`config.mk`:
```
export PLATFORM = sky130hd
export DESIGN_NAME = tempo_dpll
export DESIGN_NICKNAME = d
export VERILOG_FILES = /design/src/rtl/tdpll_pkg.sv /design/src/rtl/tdpll_tick.sv /design/src/rtl/tdpll_detect.sv /design/src/rtl/tdpll_integrate.sv /design/src/rtl/tdpll_osc.sv /design/src/rtl/tempo_dpll.sv
export SDC_FILE = /design/constraint.sdc
export NUM_CORES = 1
export LEC_CHECK = 0
export BUFFER_PORTS_ARGS = -buffer_cell sky130_fd_sc_hd__buf_2
export CAP_MARGIN = 10
export CORE_MARGIN = 2
export CORE_UTILIZATION = 45
export DETAILED_ROUTE_END_ITERATION = 12
export HOLD_SLACK_MARGIN = 0.08
export PLACE_DENSITY = 0.71
export SYNTH_ARGS = -nofsm -noshare
export SYNTH_HDL_FRONTEND = slang
export SYNTH_HIERARCHICAL = 1
export SYNTH_SLANG_ARGS = --single-unit
```
`constraint.sdc`:
```
create_clock -name clk -period 23.1 [get_ports clk]
set_clock_uncertainty 0.15 [all_clocks]
set_input_delay 0 -clock clk [delete_from_list [all_inputs] [get_ports clk]]
set_output_delay 0 -clock clk [all_outputs]
set_load 0.005 [all_outputs]
```
`src/rtl/tdpll_pkg.sv`:
```
// Package: shared lead/lag state type and its three legal codes.
// Assumes two's-complement interpretation of the 2-bit state.
package tdpll_pkg;

    typedef logic signed [1:0] lag_t;

    localparam lag_t LAG_DN   = 2'sb11;
    localparam lag_t LAG_HOLD = 2'sb00;
    localparam lag_t LAG_UP   = 2'sb01;

endpackage

```
`src/rtl/tdpll_tick.sv`:
```
// Module: fixed-rate update tick prescaler.
// Emits a one-cycle tick every TICK_DIV clocks; the first tick follows
// TICK_DIV edges after reset. Assumes TICK_DIV >= 1.
module tdpll_tick #(
    parameter int TICK_DIV = 4
) (
    input  logic clk,
    input  logic rst_n,
    output logic tick
);

    localparam int CW = (TICK_DIV > 1) ? $clog2(TICK_DIV) : 1;
    localparam logic [CW-1:0] TOP = CW'(TICK_DIV - 1);

    logic [CW-1:0] phase;

    // Count clocks and raise the tick when the phase wraps.
    always_ff @(posedge clk) begin
        if (!rst_n) begin
            phase <= '0;
            tick  <= 1'b0;
        end else if (phase == TOP) begin
            phase <= '0;
            tick  <= 1'b1;
        end else begin
            phase <= phase + 1'b1;
            tick  <= 1'b0;
        end
    end

    // Two ticks are never adjacent unless the divider is 1.
    p_tick_spacing_r5: assert property (@(posedge clk) disable iff (!rst_n)
        (TICK_DIV > 1 && tick) |=> !tick);

endmodule

```
`src/rtl/tdpll_detect.sv`:
```
// Module: three-state lead/lag detector.
// A reference event steps the state toward -1, a local event toward +1,
// and coincident events cancel. Assumes both events are one-cycle strobes.
module tdpll_detect
    import tdpll_pkg::*;
(
    input  logic clk,
    input  logic rst_n,
    input  logic ref_evt,
    input  logic loc_evt,
    output lag_t state
);

    // Step the state one level per unmatched event, saturating at +/-1.
    always_ff @(posedge clk) begin
        if (!rst_n) begin
            state <= LAG_HOLD;
        end else if (ref_evt && !loc_evt) begin
            state <= (state == LAG_UP) ? LAG_HOLD : LAG_DN;
        end else if (loc_evt && !ref_evt) begin
            state <= (state == LAG_DN) ? LAG_HOLD : LAG_UP;
        end
    end

    p_legal_code_r1: assert property (@(posedge clk) disable iff (!rst_n)
        state != 2'b10);

    p_ref_from_up_r2: assert property (@(posedge clk) disable iff (!rst_n)
        (ref_evt && !loc_evt && state == LAG_UP) |=> state == LAG_HOLD);

    p_ref_else_r2: assert property (@(posedge clk) disable iff (!rst_n)
        (ref_evt && !loc_evt && state != LAG_UP) |=> state == LAG_DN);

    p_loc_from_dn_r3: assert property (@(posedge clk) disable iff (!rst_n)
        (loc_evt && !ref_evt && state == LAG_DN) |=> state == LAG_HOLD);

    p_loc_else_r3: assert property (@(posedge clk) disable iff (!rst_n)
        (loc_evt && !ref_evt && state != LAG_DN) |=> state == LAG_UP);

    p_cancel_r4: assert property (@(posedge clk) disable iff (!rst_n)
        (ref_evt && loc_evt) |=> $stable(state));

endmodule

```
`src/rtl/tdpll_integrate.sv`:
```
// Module: saturating signed integrator of the lead/lag state.
// On each tick the state (-1, 0, +1) is added to the accumulator, which
// clamps at its signed limits. Assumes tick is a one-cycle strobe.
module tdpll_integrate
    import tdpll_pkg::*;
#(
    parameter int ACC_W = 16
) (
    input  logic                    clk,
    input  logic                    rst_n,
    input  logic                    tick,
    input  lag_t                    state,
    output logic signed [ACC_W-1:0] acc
);

    localparam logic signed [ACC_W-1:0] ACC_MAX = {1'b0, {(ACC_W-1){1'b1}}};
    localparam logic signed [ACC_W-1:0] ACC_MIN = {1'b1, {(ACC_W-1){1'b0}}};

    // Add the state on each tick unless that would pass a limit.
    always_ff @(posedge clk) begin
        if (!rst_n) begin
            acc <= '0;
        end else if (tick) begin
            if (state == LAG_UP && acc != ACC_MAX) begin
                acc <= acc + 1'b1;
            end else if (state == LAG_DN && acc != ACC_MIN) begin
                acc <= acc - 1'b1;
            end
        end
    end

    p_hold_between_ticks_r5: assert property (@(posedge clk) disable iff (!rst_n)
        !tick |=> $stable(acc));

    p_hold_on_zero_r5: assert property (@(posedge clk) disable iff (!rst_n)
        (tick && state == LAG_HOLD) |=> $stable(acc));

    p_sat_high_r6: assert property (@(posedge clk) disable iff (!rst_n)
        (tick && state == LAG_UP && acc == ACC_MAX) |=> acc == ACC_MAX);

    p_sat_low_r6: assert property (@(posedge clk) disable iff (!rst_n)
        (tick && state == LAG_DN && acc == ACC_MIN) |=> acc == ACC_MIN);

endmodule

```
`src/rtl/tdpll_osc.sv`:
```
// Module: programmable local oscillator counting update ticks.
// Period = nominal + floor(acc*gain/2^GAIN_FRAC), clamped to
// [max(min,1), max(max,lo)]; the period is evaluated live on each tick.
// Assumes configuration inputs are quasi-static relative to the clock.
module tdpll_osc #(
    parameter int ACC_W     = 16,
    parameter int GAIN_W    = 8,
    parameter int GAIN_FRAC = 4,
    parameter int PER_W     = 16
) (
    input  logic                    clk,
    input  logic                    rst_n,
    input  logic                    tick,
    input  logic signed [ACC_W-1:0] acc,
    input  logic [GAIN_W-1:0]       gain,
    input  logic [PER_W-1:0]        nom_period,
    input  logic [PER_W-1:0]        min_period,
    input  logic [PER_W-1:0]        max_period,
    output logic                    fire
);

    localparam int PW = ACC_W + GAIN_W + 1;
    localparam int SW = PW + PER_W + 2;

    logic signed [PW-1:0]    prod;
    logic signed [PW-1:0]    corr;
    logic signed [SW-1:0]    raw;
    logic [PER_W-1:0]        lo;
    logic [PER_W-1:0]        hi;
    logic [PER_W-1:0]        period;
    logic [PER_W-1:0]        cnt;
    logic                    wrap;

    // Scale the accumulator by the unsigned gain and drop fraction bits.
    always_comb begin
        prod = acc * $signed({1'b0, gain});
        corr = prod >>> GAIN_FRAC;
        raw  = $signed({{(SW-PW){corr[PW-1]}}, corr})
             + $signed({{(SW-PER_W){1'b0}}, nom_period});
    end

    // Clamp the raw period into the effective, never-zero bounds.
    always_comb begin
        lo = (min_period == '0) ? PER_W'(1) : min_period;
        hi = (max_period < lo) ? lo : max_period;
        if (raw < $signed({{(SW-PER_W){1'b0}}, lo})) begin
            period = lo;
        end else if (raw > $signed({{(SW-PER_W){1'b0}}, hi})) begin
            period = hi;
        end else begin
            period = raw[PER_W-1:0];
        end
    end

    // The count reaching the period on this tick ends the cycle.
    always_comb begin
        wrap = ({1'b0, cnt} + 1'b1) >= {1'b0, period};
    end

    // Advance the tick count and pulse once per completed period.
    always_ff @(posedge clk) begin
        if (!rst_n) begin
            cnt  <= '0;
            fire <= 1'b0;
        end else if (tick) begin
            cnt  <= wrap ? '0 : cnt + 1'b1;
            fire <= wrap;
        end else begin
            fire <= 1'b0;
        end
    end

    p_period_nonzero_r7: assert property (@(posedge clk) disable iff (!rst_n)
        period != '0);

    p_fire_after_tick_r7: assert property (@(posedge clk) disable iff (!rst_n)
        fire |-> $past(tick));

    p_fire_restarts_r7: assert property (@(posedge clk) disable iff (!rst_n)
        fire |-> cnt == '0);

endmodule

```
`src/rtl/tempo_dpll.sv`:
```
// Module: top of the tempo-tracking DPLL.
// Wires the tick prescaler, lead/lag detector, integrator and local
// oscillator into a loop; the oscillator pulse is the detector's local
// event. Assumes ref_stb is a single-cycle strobe in the clk domain.
module tempo_dpll
    import tdpll_pkg::*;
#(
    parameter int ACC_W     = 16,
    parameter int GAIN_W    = 8,
    parameter int GAIN_FRAC = 4,
    parameter int PER_W     = 16,
    parameter int TICK_DIV  = 4
) (
    input  logic                    clk,
    input  logic                    rst_n,
    input  logic                    ref_stb,
    input  logic [GAIN_W-1:0]       gain,
    input  logic [PER_W-1:0]        nom_period,
    input  logic [PER_W-1:0]        min_period,
    input  logic [PER_W-1:0]        max_period,
    output logic                    loc_pulse,
    output logic signed [ACC_W-1:0] acc_out,
    output logic [1:0]              lag_state
);

    logic tick;
    lag_t state;
    logic fire;

    tdpll_tick #(.TICK_DIV(TICK_DIV)) u_tick (
        .clk   (clk),
        .rst_n (rst_n),
        .tick  (tick)
    );

    tdpll_detect u_detect (
        .clk     (clk),
        .rst_n   (rst_n),
        .ref_evt (ref_stb),
        .loc_evt (fire),
        .state   (state)
    );

    tdpll_integrate #(.ACC_W(ACC_W)) u_integ (
        .clk   (clk),
        .rst_n (rst_n),
        .tick  (tick),
        .state (state),
        .acc   (acc_out)
    );

    tdpll_osc #(
        .ACC_W     (ACC_W),
        .GAIN_W    (GAIN_W),
        .GAIN_FRAC (GAIN_FRAC),
        .PER_W     (PER_W)
    ) u_osc (
        .clk        (clk),
        .rst_n      (rst_n),
        .tick       (tick),
        .acc        (acc_out),
        .gain       (gain),
        .nom_period (nom_period),
        .min_period (min_period),
        .max_period (max_period),
        .fire       (fire)
    );

    // Expose the oscillator pulse and the raw state code.
    always_comb begin
        loc_pulse = fire;
        lag_state = state;
    end

    p_reset_clear_r8: assert property (@(posedge clk)
        !rst_n |=> (acc_out == '0 && lag_state == 2'b00 && !loc_pulse));

endmodule

```
Word-level counts from Yosys, hierarchy flattened

Index checks and enable logic that the tools add are counted.

Memories kept: 0
Word-level logic and storage cells: 47
Output and inout port bits: 19
Flip-flop bits (word level): 38
ROM bits: 0
Latch bits: 0
RAM bits: 0

Multipliers: 1
Bitwise logic cells: 1
$add $sub $neg: 6
Reduce and logical (&&, ||, !) cells: 12
Equal/unequal tests: 5
Div/mod/pow operators: 0
Shift operators: 0
Mux-type cells: 12
Order comparisons: 4

Operators with widths:

| cell                  | count |
|---|---|
| $mux 16               | 7 |
| $gt 43x17->1          | 1 |
| $lt 43x17->1          | 1 |
| $add 16x1->16 const B | 2 |
| $ne 16x16->1 const B  | 2 |
| $mul 16x9->25         | 1 |
| $add 21x17->22        | 1 |
| $add 16x1->17 const B | 1 |
| $ge 17x16->1          | 1 |
| $logic_not 16->1      | 1 |
| $lt 16x16->1          | 1 |
| $sub 16x1->16 const B | 1 |
| $mux 2                | 3 |
| $eq 2x2->1 const B    | 2 |
| $logic_and 1x1->1     | 4 |
| $reduce_and 2->1      | 2 |
| $reduce_bool 2->1     | 2 |
| $add 2x1->2 const B   | 1 |
| $eq 2x1->1 const B    | 1 |
| $logic_not 1->1       | 2 |
| $mux 1                | 2 |
| $reduce_or 2->1       | 1 |
| $not 1->1             | 1 |

Logic depth before layout (Yosys ltp)

Gate-level depths: netlist of run 1.

Depth in word-level cells: 9
Depth in mapped cells: 50

By module

The synthesis of run 1 kept the hierarchy.

Modules (own cells, without submodules):

| module          | cells an instance | times used | area each (µm²) |
|---|---|---|---|
| tdpll_osc       | 1029              | 1          | 8614.5 |
| tdpll_integrate | 154               | 1          | 1350.0 |
| tdpll_detect    | 10                | 1          | 103.8 |
| tdpll_tick      | 7                 | 1          | 101.3 |

Least setup slack after synthesis of run 1

No wires, ideal clock.

Path kind: register to register
From: register u_integ.acc[5]
To: register u_osc.cnt[6]
Stages on the path, launching flop included: 45
Slack: 12.957 ns
Library setup time: 0.074 ns
Arrival time: 9.919 ns
Data required time: 22.876 ns
Cells stage by stage: dfxtp_1 -> nand2_1 -> fa_1 -> inv_1 -> fa_1 -> inv_1 -> fa_1 -> inv_1 -> fa_1 -> ha_1 -> o211ai_1 -> o21ai_0 -> a21oi_1 -> or4b_2 -> o311a_1 -> ha_1 -> a21o_1 -> a21o_1 -> (+9 left out) -> a31oi_1 -> or2_1 -> buf_6 -> buf_12 -> mux2i_1 -> o22ai_2 -> ha_1 -> nor2b_1 -> o21a_1 -> o21a_1 -> o21a_1 -> o21a_1 -> o211ai_1 -> a31oi_1 -> a2111oi_2 -> clkbuf_1 -> nand4b_1 -> a31oi_1

Cells in the longest elaborated chain, start to end: 7
Elaborated cells between the ends (all ways): 8
Classes of those cells: add/sub: 1; mul: 1; order compare: 3; mux: 3

Ends and longest elaborated chain:

| item                     | RTL line              | text |
|---|---|---|
| start: declaration       | tdpll_integrate.sv:13 | `output logic signed [ACC_W-1:0] acc` |
| start signal: assignment | tdpll_integrate.sv:25 | `acc <= acc + 1'b1;` |
| start signal: assignment | tdpll_integrate.sv:27 | `acc <= acc - 1'b1;` |
| $mul 16x9->25 *          | tdpll_osc.sv:36       | `prod = acc * $signed({1'b0, gain});` |
| $add 21x17->22 *         | tdpll_osc.sv:39       | `+ $signed({{(SW-PER_W){1'b0}}, nom_period});` |
| $gt 43x17->1             | tdpll_osc.sv:48       | `end else if (raw > $signed({{(SW-PER_W){1'b0}}, hi})) begin` |
| $mux 16                  | tdpll_osc.sv:48       |  |
| $mux 16 *                | tdpll_osc.sv:46       | `if (raw < $signed({{(SW-PER_W){1'b0}}, lo})) begin` |
| $ge 17x16->1 *           | tdpll_osc.sv:57       | `wrap = ({1'b0, cnt} + 1'b1) >= {1'b0, period};` |
| $mux 16 *                | tdpll_osc.sv:66       | `cnt <= wrap ? '0 : cnt + 1'b1;` |
| end signal: assignment   | tdpll_osc.sv:66       |  |
| end: declaration         | tdpll_osc.sv:31       | `logic [PER_W-1:0] cnt;` |

Mark *: on every way between the ends. The rest lies on a longest branch, timed or not.
A chain may end at the register's enable or synchronous reset.

Final worst setup path of run 1

From: register u_integ.acc[7]
To: register u_osc.cnt[0]

Same word-level chain as after synthesis.

==> metrics, run 1 <==
Die Ht=154 um; setup TNS=0 ps; ANT nets after route=0; worst min path class=input pin to flop; critical path launch point type=flop; DP Area=0.0108 sq mm; chip width=154 um; status=completed; Worst R2R Start=u_integ/acc[7]$_SDFFE_PN0P_; drt pass-1 iters=5; CTS tree=built; Tightest Pin Transition=1090 ps; CORE AREA=0.0224 sq mm; TritonCTS buffer count=5; Worst Path Arrival=11410 ps; f_max=88.1 MHz; max-slew violations=0; CP Capture Type=flop; htree depth=2; Setup CP Type=flop to flop; register area share after synthesis=0.0748; post-synth top area cell=fa_1; Final Hold Vio Count=0; global-route wire length before repair=41500 um; Yosys reg bits=38; Area Overhead vs Synth=8.22%; reg2reg end=u_osc/cnt[0]$_SDFFE_PN0P_; WL per Instance=16.0 um; global route overflow=0; Netlist Area Pre-Place=0.0102 sq mm; pin count of the biggest net entering global routing=35; minimum clock period=11350 ps; mean area per synthesized cell=8.47 sq um; cells after synthesis=1200; post-layout net count=1567; io pins=78; Post-CTS Setup Bufs=0; Worst-Skew Late Latency=300 ps; Leakage Power=5.69 nW; Die ar.=0.0238 sq mm; fin crit share=0.491; CP max stage delay=760 ps; RePlAce Congestion=0.917; Finished Cell Area=0.0110 sq mm; DRC viols=0; Fillers=2178; GRT Util Overall=0.211; Peak VDD IR=32.8 uV; Max Cap Viol=0; Worst-path clk slew=70 ps; PwrDens=33.4 mW/mm^2; synth cell count leaders=inv_1, ha_1, fa_1, nand2_1, and2_1; clock sink count=38; hold_sp=rst_n; Hold Slack=75.8 ps; Hold EP=u_osc/fire$_SDFF_PN0_; final wirelength=24700 um; Syn Nets=1507; Final setup viols=0; vias=8613; RSZ-0062 raised after global routing=false; most common cell in the netlist=inv_1; hpwl dp=20200 um; CP required=23160 ps; port bufs=77; Worst R2R Setup Slack=11750 ps; Synth top area share=0.205; starting density of the core=0.453; YS warnings=6; synth top area cells=fa_1, ha_1, dfxtp_1; worst r2r path cells=42; CP max FO=25; Slew HR=0.270; Worst path slowest cell=or2_1; initial antenna violation count=0; async set-reset flop share out of synthesis=0; Antenna Cells=0; clock root buffer=clkbuf_16; hold depth=3; Rows=55; Post-synth EDFFs=0; Distinct cells, synth=83; Synth Flop Type=dfxtp_1; layout cells sized above 1=0.106; Clock Tree Buf Depth=2; Initial DRC Count=476; vias in the first global route=8768; routed vias/inst=5.57
## timing repair
| item | CTS | global route |
|---|---|---|
| hold buffers | 1 | 0 |
| gates resized for setup | 0 | 0 |
| endpoints found under the hold margin | 2 | 0 |
## state kept, by name, indices dropped and copies added (netlist names)
signal,cells
u_detect/state,2
u_tick/phase,2
u_osc/fire,1
u_tick/tick,1
u_osc/cnt,16
u_integ/acc,16
## worst max-delay path: cells and delay by family, from the launching register on
family                   cells  cell delay [ps]
AO/OA/AOI/OAI               21             3820
adder cells (fa/ha/maj)      8             3410
AND/OR/NAND/NOR              7             2290
flip-flops                   1              600
buffers and inverters        4              450
multiplexers                 1              310
XOR/XNOR                     1              210
## layer usage
layer | global-route usage | wire length, um | vias up
met1 | 0.281 | 11500 | 4166
met5 | 0 | 0 | -
met2 | 0.374 | 11800 | 189
li1 | - | - | 4237
met3 | 0.0258 | 1100 | 21
met4 | 0.0384 | 327 | 0
## layout by cell type, fill, tap and decap left out, drive strengths merged, types with 5 or more instances in the layout
master  Yosys  final
a211oi      9      9
a21boi      6      6
a21o       28     28
a21oi      51     51
a31oi      21     21
and2       78     78
and3       11     11
buf         8     80
clkbuf     20      6
dfxtp      38     38
fa        104    104
ha        144    144
inv       176    176
mux2       14     14
mux2i      27     27
nand2      94     94
nand2b     37     37
nand3      27     27
nand3b     11     11
nand4      21     21
nand4b      9      9
nor2       41     41
nor2b      19     19
nor3       14     14
nor4        8      8
o211a       5      5
o211ai      5      5
o21a       17     17
o21ai      26     26
o22ai      18     18
or2         5      5
or3         5      5
xnor2      37     37
xor2       19     19
## power breakdown
| group | total (mW) | internal (mW) | switching, mW |
|---|---|---|---|
| sequential | 0.0740 | 0.0685 | 0.00544 |
| clock | 0.0969 | 0.0650 | 0.0319 |
| combinational | 0.197 | 0.0874 | 0.109 |
## how the worst max path moves through the flow
stage / startpoint / endpoint / slack [ps] / cells past startpoint
finish: u_integ/acc[7]$_SDFFE_PN0P_ / u_osc/cnt[0]$_SDFFE_PN0P_ / 11750 / 42
global route: u_integ/acc[5]$_SDFFE_PN0P_ / u_osc/cnt[0]$_SDFFE_PN0P_ / 11000 / 45
CTS: u_integ/acc[7]$_SDFFE_PN0P_ / u_osc/cnt[0]$_SDFFE_PN0P_ / 11780 / 44
detailed placement: u_integ/acc[7]$_SDFFE_PN0P_ / u_osc/cnt[3]$_SDFFE_PN0P_ / 11920 / 44
global placement: u_integ/acc[8]$_SDFFE_PN0P_ / u_osc/cnt[7]$_SDFFE_PN0P_ / 12200 / 43
floorplan: u_integ/acc[5]$_SDFFE_PN0P_ / u_osc/cnt[6]$_SDFFE_PN0P_ / 12960 / 44
## cell families after synthesis
group,after synthesis,share of synthesized area
adder cells (fa/ha/maj),248,0.382
multiplexers,41,0.0450
flip-flops,38,0.0748
AND/OR/NAND/NOR,392,0.215
AO/OA/AOI/OAI,221,0.156
XOR/XNOR,56,0.0482
buffers and inverters,204,0.0797
## per-stage QoR
step	util	setup WS, ps	instances	total power, mW
2_1_floorplan	-	12960	1200	0.230
3_3_place_gp	0.481	12200	1537	0.266
3_5_place_dp	0.481	11920	1537	0.269
4_1_cts	0.491	11780	1546	0.368
5_1_grt	0.491	11000	1546	0.392
6_report	0.491	11750	1546	0.368
## cell type report
class,count,area (sq um),area share
Timing Repair Buffer,81,418,0.0380
Clock buffer,6,139,0.0126
Tap cell,285,357,0.0324
Clock inverter,2,60.1,0.00546
Sequential cell,38,761,0.0691
Inverter,176,661,0.0600
Multi-Input combinational cell,958,8610,0.782
Note: power is estimated with default switching activity, not from simulation.
==> run 2, diff against run 1 <==
--- a/config.mk
+++ b/config.mk
@@ -5,13 +5,14 @@
 export SDC_FILE = /design/constraint.sdc
 export NUM_CORES = 1
 export LEC_CHECK = 0
+export ABC_AREA = 1
 export BUFFER_PORTS_ARGS = -buffer_cell sky130_fd_sc_hd__buf_2
 export CAP_MARGIN = 10
 export CORE_MARGIN = 2
 export CORE_UTILIZATION = 45
 export DETAILED_ROUTE_END_ITERATION = 12
 export HOLD_SLACK_MARGIN = 0.08
-export PLACE_DENSITY = 0.71
+export PLACE_DENSITY = 0.7
 export SYNTH_ARGS = -nofsm -noshare
 export SYNTH_HDL_FRONTEND = slang
 export SYNTH_HIERARCHICAL = 1
==> constraint.sdc (replaced) <==
create_clock -name clk -period 10.87 [get_ports clk]
set_clock_uncertainty 0.15 [all_clocks]
set_input_delay 0 -clock clk [delete_from_list [all_inputs] [get_ports clk]]
set_output_delay 0 -clock clk [all_outputs]
set_load 0.005 [all_outputs]
==> metrics, run 2 <==
max-slew violations=0 (unchanged); routed vias/inst=5.05 (-9.4%); WL per Instance=13.3 um (-17%); CORE AREA=0.0236 sq mm (+5.3%); Worst path slowest cell=dfxtp_1; io pins=78 (unchanged); CP max FO=17 (-32%); commonest non-fill, non-tap cells in the layout=nand2_1, inv_1, ha_1; Die Ht=160 um (+3.4%); CP max stage delay=650 ps (-110 ps); Setup WS post-layout=1480 ps (-10270 ps); Synth top area share=0.191 (-0.0137); Leakage Power=7.19 nW (+26%); DRC viols=0 (unchanged); port bufs=77 (unchanged); f_max=107 MHz (+21%); Top Registers=u_integ/acc: 16 flops, u_osc/cnt: 16 flops; GRT Util Overall=0.218 (+0.00673); Cell Count, Final, Fillers Out=2045 (+32%); setup TNS=0 ps (unchanged); Clock Tree Buf Depth=2 (unchanged); initial antenna violation count=0 (unchanged); Synth Flop Type=dfxtp_1; Syn Nets=1987 (+32%); Max Cap Viol=0 (unchanged); vias=10300 (+20%); minimum clock period=9390 ps (-1960 ps); post-layout net count=2032 (+30%); Antenna Cells=0 (unchanged); Worst-path clk slew=60 ps (about the same); mean area per synthesized cell=6.49 sq um (-23%); CP Capture Type=flop; Rows=56 (+1.8%); Worst Path Arrival=9450 ps (-1960 ps); Post-synth EDFFs=0 (unchanged); Fillers=2448 (+12%); hpwl dp=22800 um (+13%); async set-reset flop share out of synthesis=0 (unchanged); TritonCTS buffer count=5 (unchanged); RSZ-0062 raised after global routing=false; Die ar.=0.0255 sq mm (+7.0%); final wirelength=27300 um (+10%); synth top area cells=fa_1, nand2_1, ha_1; global route overflow=0 (unchanged); fin crit share=0.864 (+0.372); Slew HR=0.398 (+0.128); synth cell count leaders=nand2_1, inv_1, ha_1, fa_1, nor2_1; post-synth top area cell=fa_1; CP required=10930 ps (-12230 ps); Final Hold Vio Count=0 (unchanged); YS warnings=6 (unchanged); critical path launch point type=flop; Netlist Area Pre-Place=0.0109 sq mm (+7.2%); chip width=160 um (+3.4%); clock sink count=38 (unchanged); worst min path class=flop to flop; clock root buffer=clkbuf_16; pre-CTS setup slack=1590 ps (-10330 ps); vias in the first global route=10200 (+17%); global-route wire length before repair=47000 um (+13%); pin count of the biggest net entering global routing=22 (-37%); Worst-Skew Late Latency=290 ps (about the same); cts repair resizes=0 (unchanged); final core occ=0.494 (+0.00392); register area share after synthesis=0.0698 (-0.00501); Yosys reg bits=38 (unchanged); kind of cell adding the most delay to the critical path=adder cells; placed cell count=2035 (+32%); htree depth=2 (unchanged); Setup CP Type=flop to flop; layout cells sized above 1=0.0776 (-0.0286); Crit path top cell by count=nand2_1; most common cell in the netlist=nand2_1; Initial DRC Count=611 (+28%); Peak VDD IR=54.5 uV (+66%); Final setup viols=0 (unchanged); ANT nets after route=0 (unchanged); status=completed; cells after synthesis=1680 (+40%); drt pass-1 iters=5 (unchanged); CTS tree=built; RePlAce Congestion=0.894 (-2.6%); Area Overhead vs Synth=7.12%; starting density of the core=0.462 (+0.00832); PwrDens=62.5 mW/mm^2 (+87%); Distinct cells, synth=45 (-46%); Tightest Pin Transition=902 ps (-186 ps); leading cell type in the layout, fill and taps excluded=nand2_1; CP bufs+invs=4 (unchanged)
## run 2: cell families after synthesis
| logic type | Yosys count | synth area share |
|---|---|---|
| buffers and inverters | 418 | 0.149 |
| AO/OA/AOI/OAI | 165 | 0.0875 |
| XOR/XNOR | 50 | 0.0402 |
| AND/OR/NAND/NOR | 761 | 0.297 |
| flip-flops | 38 | 0.0698 |
| adder cells (fa/ha/maj) | 248 | 0.356 |
## run 2: repair_timing
action / 4_1_cts / 5_1_grt
buffers inserted: 0 / 0
hold buffers: 2 / 0
hold endpoints to repair: 21 / 0
## run 2: area by class of cell
class,instances,area (sq um),area share
Multi-Input combinational cell,1224,8510,0.729
Tap cell,319,399,0.0342
Clock inverter,3,45.0,0.00386
Sequential cell,38,761,0.0652
Inverter,376,1420,0.122
Timing Repair Buffer,80,413,0.0354
Clock buffer,5,125,0.0107
## run 2: final timing paths
kind	from	to	slack, ps	depth (start not counted)
max	u_integ/acc[7]$_SDFFE_PN0P_	u_osc/cnt[14]$_SDFFE_PN0P_	1480	46
min	u_tick/phase[0]$_SDFF_PP0_	u_tick/phase[0]$_SDFF_PP0_	270	1
max reg2reg	u_integ/acc[7]$_SDFFE_PN0P_	u_osc/cnt[14]$_SDFFE_PN0P_	1480	46
min reg2reg	u_tick/phase[0]$_SDFF_PP0_	u_tick/phase[0]$_SDFF_PP0_	270	1
## run 2: per-layer routing
layer	wire [um]	global-route usage	up-vias
met1	12600	0.292	4764
li1	-	-	5241
met4	539	0.0508	0
met2	12800	0.380	265
met3	1300	0.0218	48
met5	0	0	-
## run 2: where the power goes
part	leakage (nW)	switching, mW	internal [mW]
Clock	0.0760	0.0626	0.108
Sequential	0.307	0.00506	0.142
Combinational	6.81	0.268	0.144
Total	7.19	0.336	0.394
## run 2: worst reg2reg max path, delay by kind of cell (launching register included)
family / cells / cell delay (ps)
simple gates: 17 / 2240
flops: 1 / 650
xor+xnor: 2 / 480
buf+inv: 4 / 200
compound gates: 15 / 2240
fa+ha+maj: 8 / 3320
## run 2: metrics by stage
step / total power [mW] / hold slack (ps) / area (sq um)
5_1_grt: 0.798 / 284 / 11700
3_3_place_gp: 0.545 / 254 / 11500
4_1_cts: 0.730 / 276 / 11700
2_1_floorplan: 0.465 / -52.4 / 10900
6_report: 0.730 / 273 / 11700
3_5_place_dp: 0.556 / 258 / 11500
==> run 3, diff against run 2 <==
--- a/config.mk
+++ b/config.mk
@@ -12,8 +12,7 @@
 export CORE_UTILIZATION = 45
 export DETAILED_ROUTE_END_ITERATION = 12
 export HOLD_SLACK_MARGIN = 0.08
-export PLACE_DENSITY = 0.7
+export PLACE_DENSITY = 0.71
 export SYNTH_ARGS = -nofsm -noshare
 export SYNTH_HDL_FRONTEND = slang
-export SYNTH_HIERARCHICAL = 1
 export SYNTH_SLANG_ARGS = --single-unit
==> metrics, run 3 <==
status=completed; met1 WL=11400 um (-9.5%); Top Registers=u_integ.acc: 16 flops, u_osc.cnt: 16 flops; Yosys reg bits=38 (unchanged); Worst Path Arrival=9340 ps (-110 ps); async set-reset flop share out of synthesis=0 (unchanged); Setup CP Type=flop to flop; Leakage Power=6.55 nW (-8.9%); WL per Instance=14.4 um (+8.0%); Worst-path clk slew=60 ps (about the same); io pins=78 (unchanged); CP max FO=17 (unchanged); chip width=155 um (-3.0%); Distinct cells, synth=50 (+11%); RSZ-0062 raised after global routing=false; pin count of the biggest net entering global routing=28 (+27%); f_max=108 MHz (+1.1%); Netlist Area Pre-Place=0.0102 sq mm (-6.0%); most common cell in the netlist=nand2_1; fin crit share=0.855 (-0.00911); commonest non-fill, non-tap cells in the layout=nand2_1, inv_1, ha_1; leading cell type in the layout, fill and taps excluded=nand2_1; htree depth=2 (unchanged); CORE AREA=0.0225 sq mm (-4.7%); max-slew violations=0 (unchanged); global route overflow=0 (unchanged); post-layout net count=1828 (-10%); PwrDens=61.3 mW/mm^2 (-2.0%); CTS tree=built; CP max stage delay=680 ps (+30 ps); Slew HR=0.512 (+0.113); Worst path slowest cell=dfxtp_1; routed vias/inst=5.18 (+2.7%); Area Overhead vs Synth=7.14% (about the same); Synth Area in Simple Gates=0.235 (-0.0626); Post-synth EDFFs=0 (unchanged); starting density of the core=0.455 (-0.00653); layout cells sized above 1=0.0957 (+0.0181); RePlAce Congestion=0.953 (+6.6%); Final Hold Vio Count=0 (unchanged); Synth Flop Type=dfxtp_1; drt pass-1 iters=5 (unchanged); vias=9385 (-9.0%); GRT Util Overall=0.220 (+0.00179); Cell Count, Final, Fillers Out=1811 (-11%); multiplexer share of the synthesized area=0 (unchanged); Synth Area in Compound Gates=0.127 (+0.0391); synth top area cells=fa_1, ha_1, nand2_1; CP Capture Type=flop; largest family of logic cells by synthesized area=adder cells; Synth Area in Adders=0.376 (+0.0193); initial antenna violation count=1 (+1); Crit path top cell by count=nand2_1; xor/xnor share of the synthesized area=0.0519 (+0.0117); ANT nets after route=0 (unchanged); Clock Tree Buf Depth=2 (unchanged); Peak VDD IR=55.3 uV (+1.4%); placed cell count=1800 (-12%); Tightest Pin Transition=731 ps (-171 ps); port bufs=77 (unchanged); Die Ht=155 um (-3.0%); Post-CTS Setup Bufs=0 (unchanged); DR WL met2=13100 um (+1.8%); Syn Nets=1786 (-10%); final wirelength=26100 um (-4.4%); Die ar.=0.0240 sq mm (-5.9%); routed wl met3=1150 um (-12%); TritonCTS buffer count=5 (unchanged); critical path launch point type=flop; CP required=10920 ps (about the same); Rows=55 (-1.8%); register area share after synthesis=0.0743 (+0.00449); setup TNS=0 ps (unchanged); minimum clock period=9290 ps (-99.0 ps); hpwl dp=22100 um (-3.1%); Top Layer Used=met4; global-route wire length before repair=43200 um (-8.2%); Worst-Skew Late Latency=290 ps (about the same); Initial DRC Count=588 (-3.8%); post-synth top area cell=fa_1; DRC viols=0 (unchanged); vias in the first global route=8946 (-13%); hold_buf cts=2 (unchanged); Synth top area share=0.203 (+0.0123); Final setup viols=0 (unchanged); clock root buffer=clkbuf_16; Max Cap Viol=0 (unchanged); worst min path class=flop to flop; synth cell count leaders=nand2_1, inv_1, ha_1, a21oi_1, fa_1; mean area per synthesized cell=6.91 sq um (+6.5%); clock sink count=38 (unchanged); cts repair resizes=0 (unchanged); cells after synthesis=1482 (-12%); YS warnings=0 (-6)
## run 3: cell count changes after synthesis, moves of 5 or more
cell     delta
nand2_1   -145
inv_1      -58
o21ai_2    +11
o21ai_0    +23
a21oi_1    +28
xor2_1      +9
nand3_1    -29
a31oi_1     -5
nor2_1     -41
## run 3: final timing paths
| kind | start | to | slack, ps | depth (start not counted) |
|---|---|---|---|---|
| setup / recovery | u_integ.acc[8]$_SDFFE_PN0P_ | u_osc.cnt[9]$_SDFFE_PN0P_ | 1580 | 47 |
| hold / removal | u_tick.phase[0]$_SDFF_PP0_ | u_tick.phase[0]$_SDFF_PP0_ | 290 | 1 |
| setup reg to reg | u_integ.acc[8]$_SDFFE_PN0P_ | u_osc.cnt[9]$_SDFFE_PN0P_ | 1580 | 47 |
| hold reg to reg | u_tick.phase[0]$_SDFF_PP0_ | u_tick.phase[0]$_SDFF_PP0_ | 290 | 1 |
## run 3: power breakdown
part	internal [mW]	switching (mW)	leakage (nW)	total, mW
registers	0.142	0.00473	0.307	0.147
clock network	0.0910	0.0572	0.0739	0.148
logic	0.133	0.245	6.17	0.378
total	0.365	0.307	6.55	0.672
## run 3: cell families (layout without fill, tap and decap cells)
group                    count (synthesis)  in the layout
adder cells (fa/ha/maj)                245            245
AO/OA/AOI/OAI                          225            225
AND/OR/NAND/NOR                        549            549
flip-flops                              38             38
buffers and inverters                  366            409
XOR/XNOR                                59             59
other                                    0              1
## run 3: cell type report
| type | count | area [sq um] |
|---|---|---|
| inverters | 321 | 1210 |
| well taps | 285 | 357 |
| flip-flops and latches | 38 | 761 |
| fillers | 2259 | 11500 |
| repair buffers | 80 | 413 |
| clock buffers | 7 | 143 |
| diodes | 1 | 2.50 |
| clock inverters | 1 | 5.00 |
| multi-input cells | 1078 | 8080 |
## run 3: layer usage
layer,up-vias,GRT usage
met4,0,0.0459
met1,4401,0.286
met5,-,0
li1,4741,-
met2,213,0.399
met3,30,0.0201
## run 3: metrics by stage
stage | power [mW] | utilization | hold slack, ps | area (sq um) | setup slack [ps]
CTS | 0.674 | 0.487 | 293 | 11000 | 1640
detailed placement | 0.523 | 0.480 | 246 | 10800 | 1690
finish | 0.672 | 0.488 | 291 | 11000 | 1580
floorplan | 0.437 | - | -11.7 | 10200 | 2690
global route | 0.731 | 0.488 | 311 | 11000 | 663
global placement | 0.517 | 0.480 | 244 | 10800 | 1810
## run 3: critical path: cells and delay by family (launching register included)
kind,cells,cell delay [ps]
adders and majority gates,8,3360
AOI/OAI and AO/OA,13,2130
buffers and inverters,5,600
DFF,1,680
and+or+nand+nor,19,1840
xor gates and xnor gates,2,420
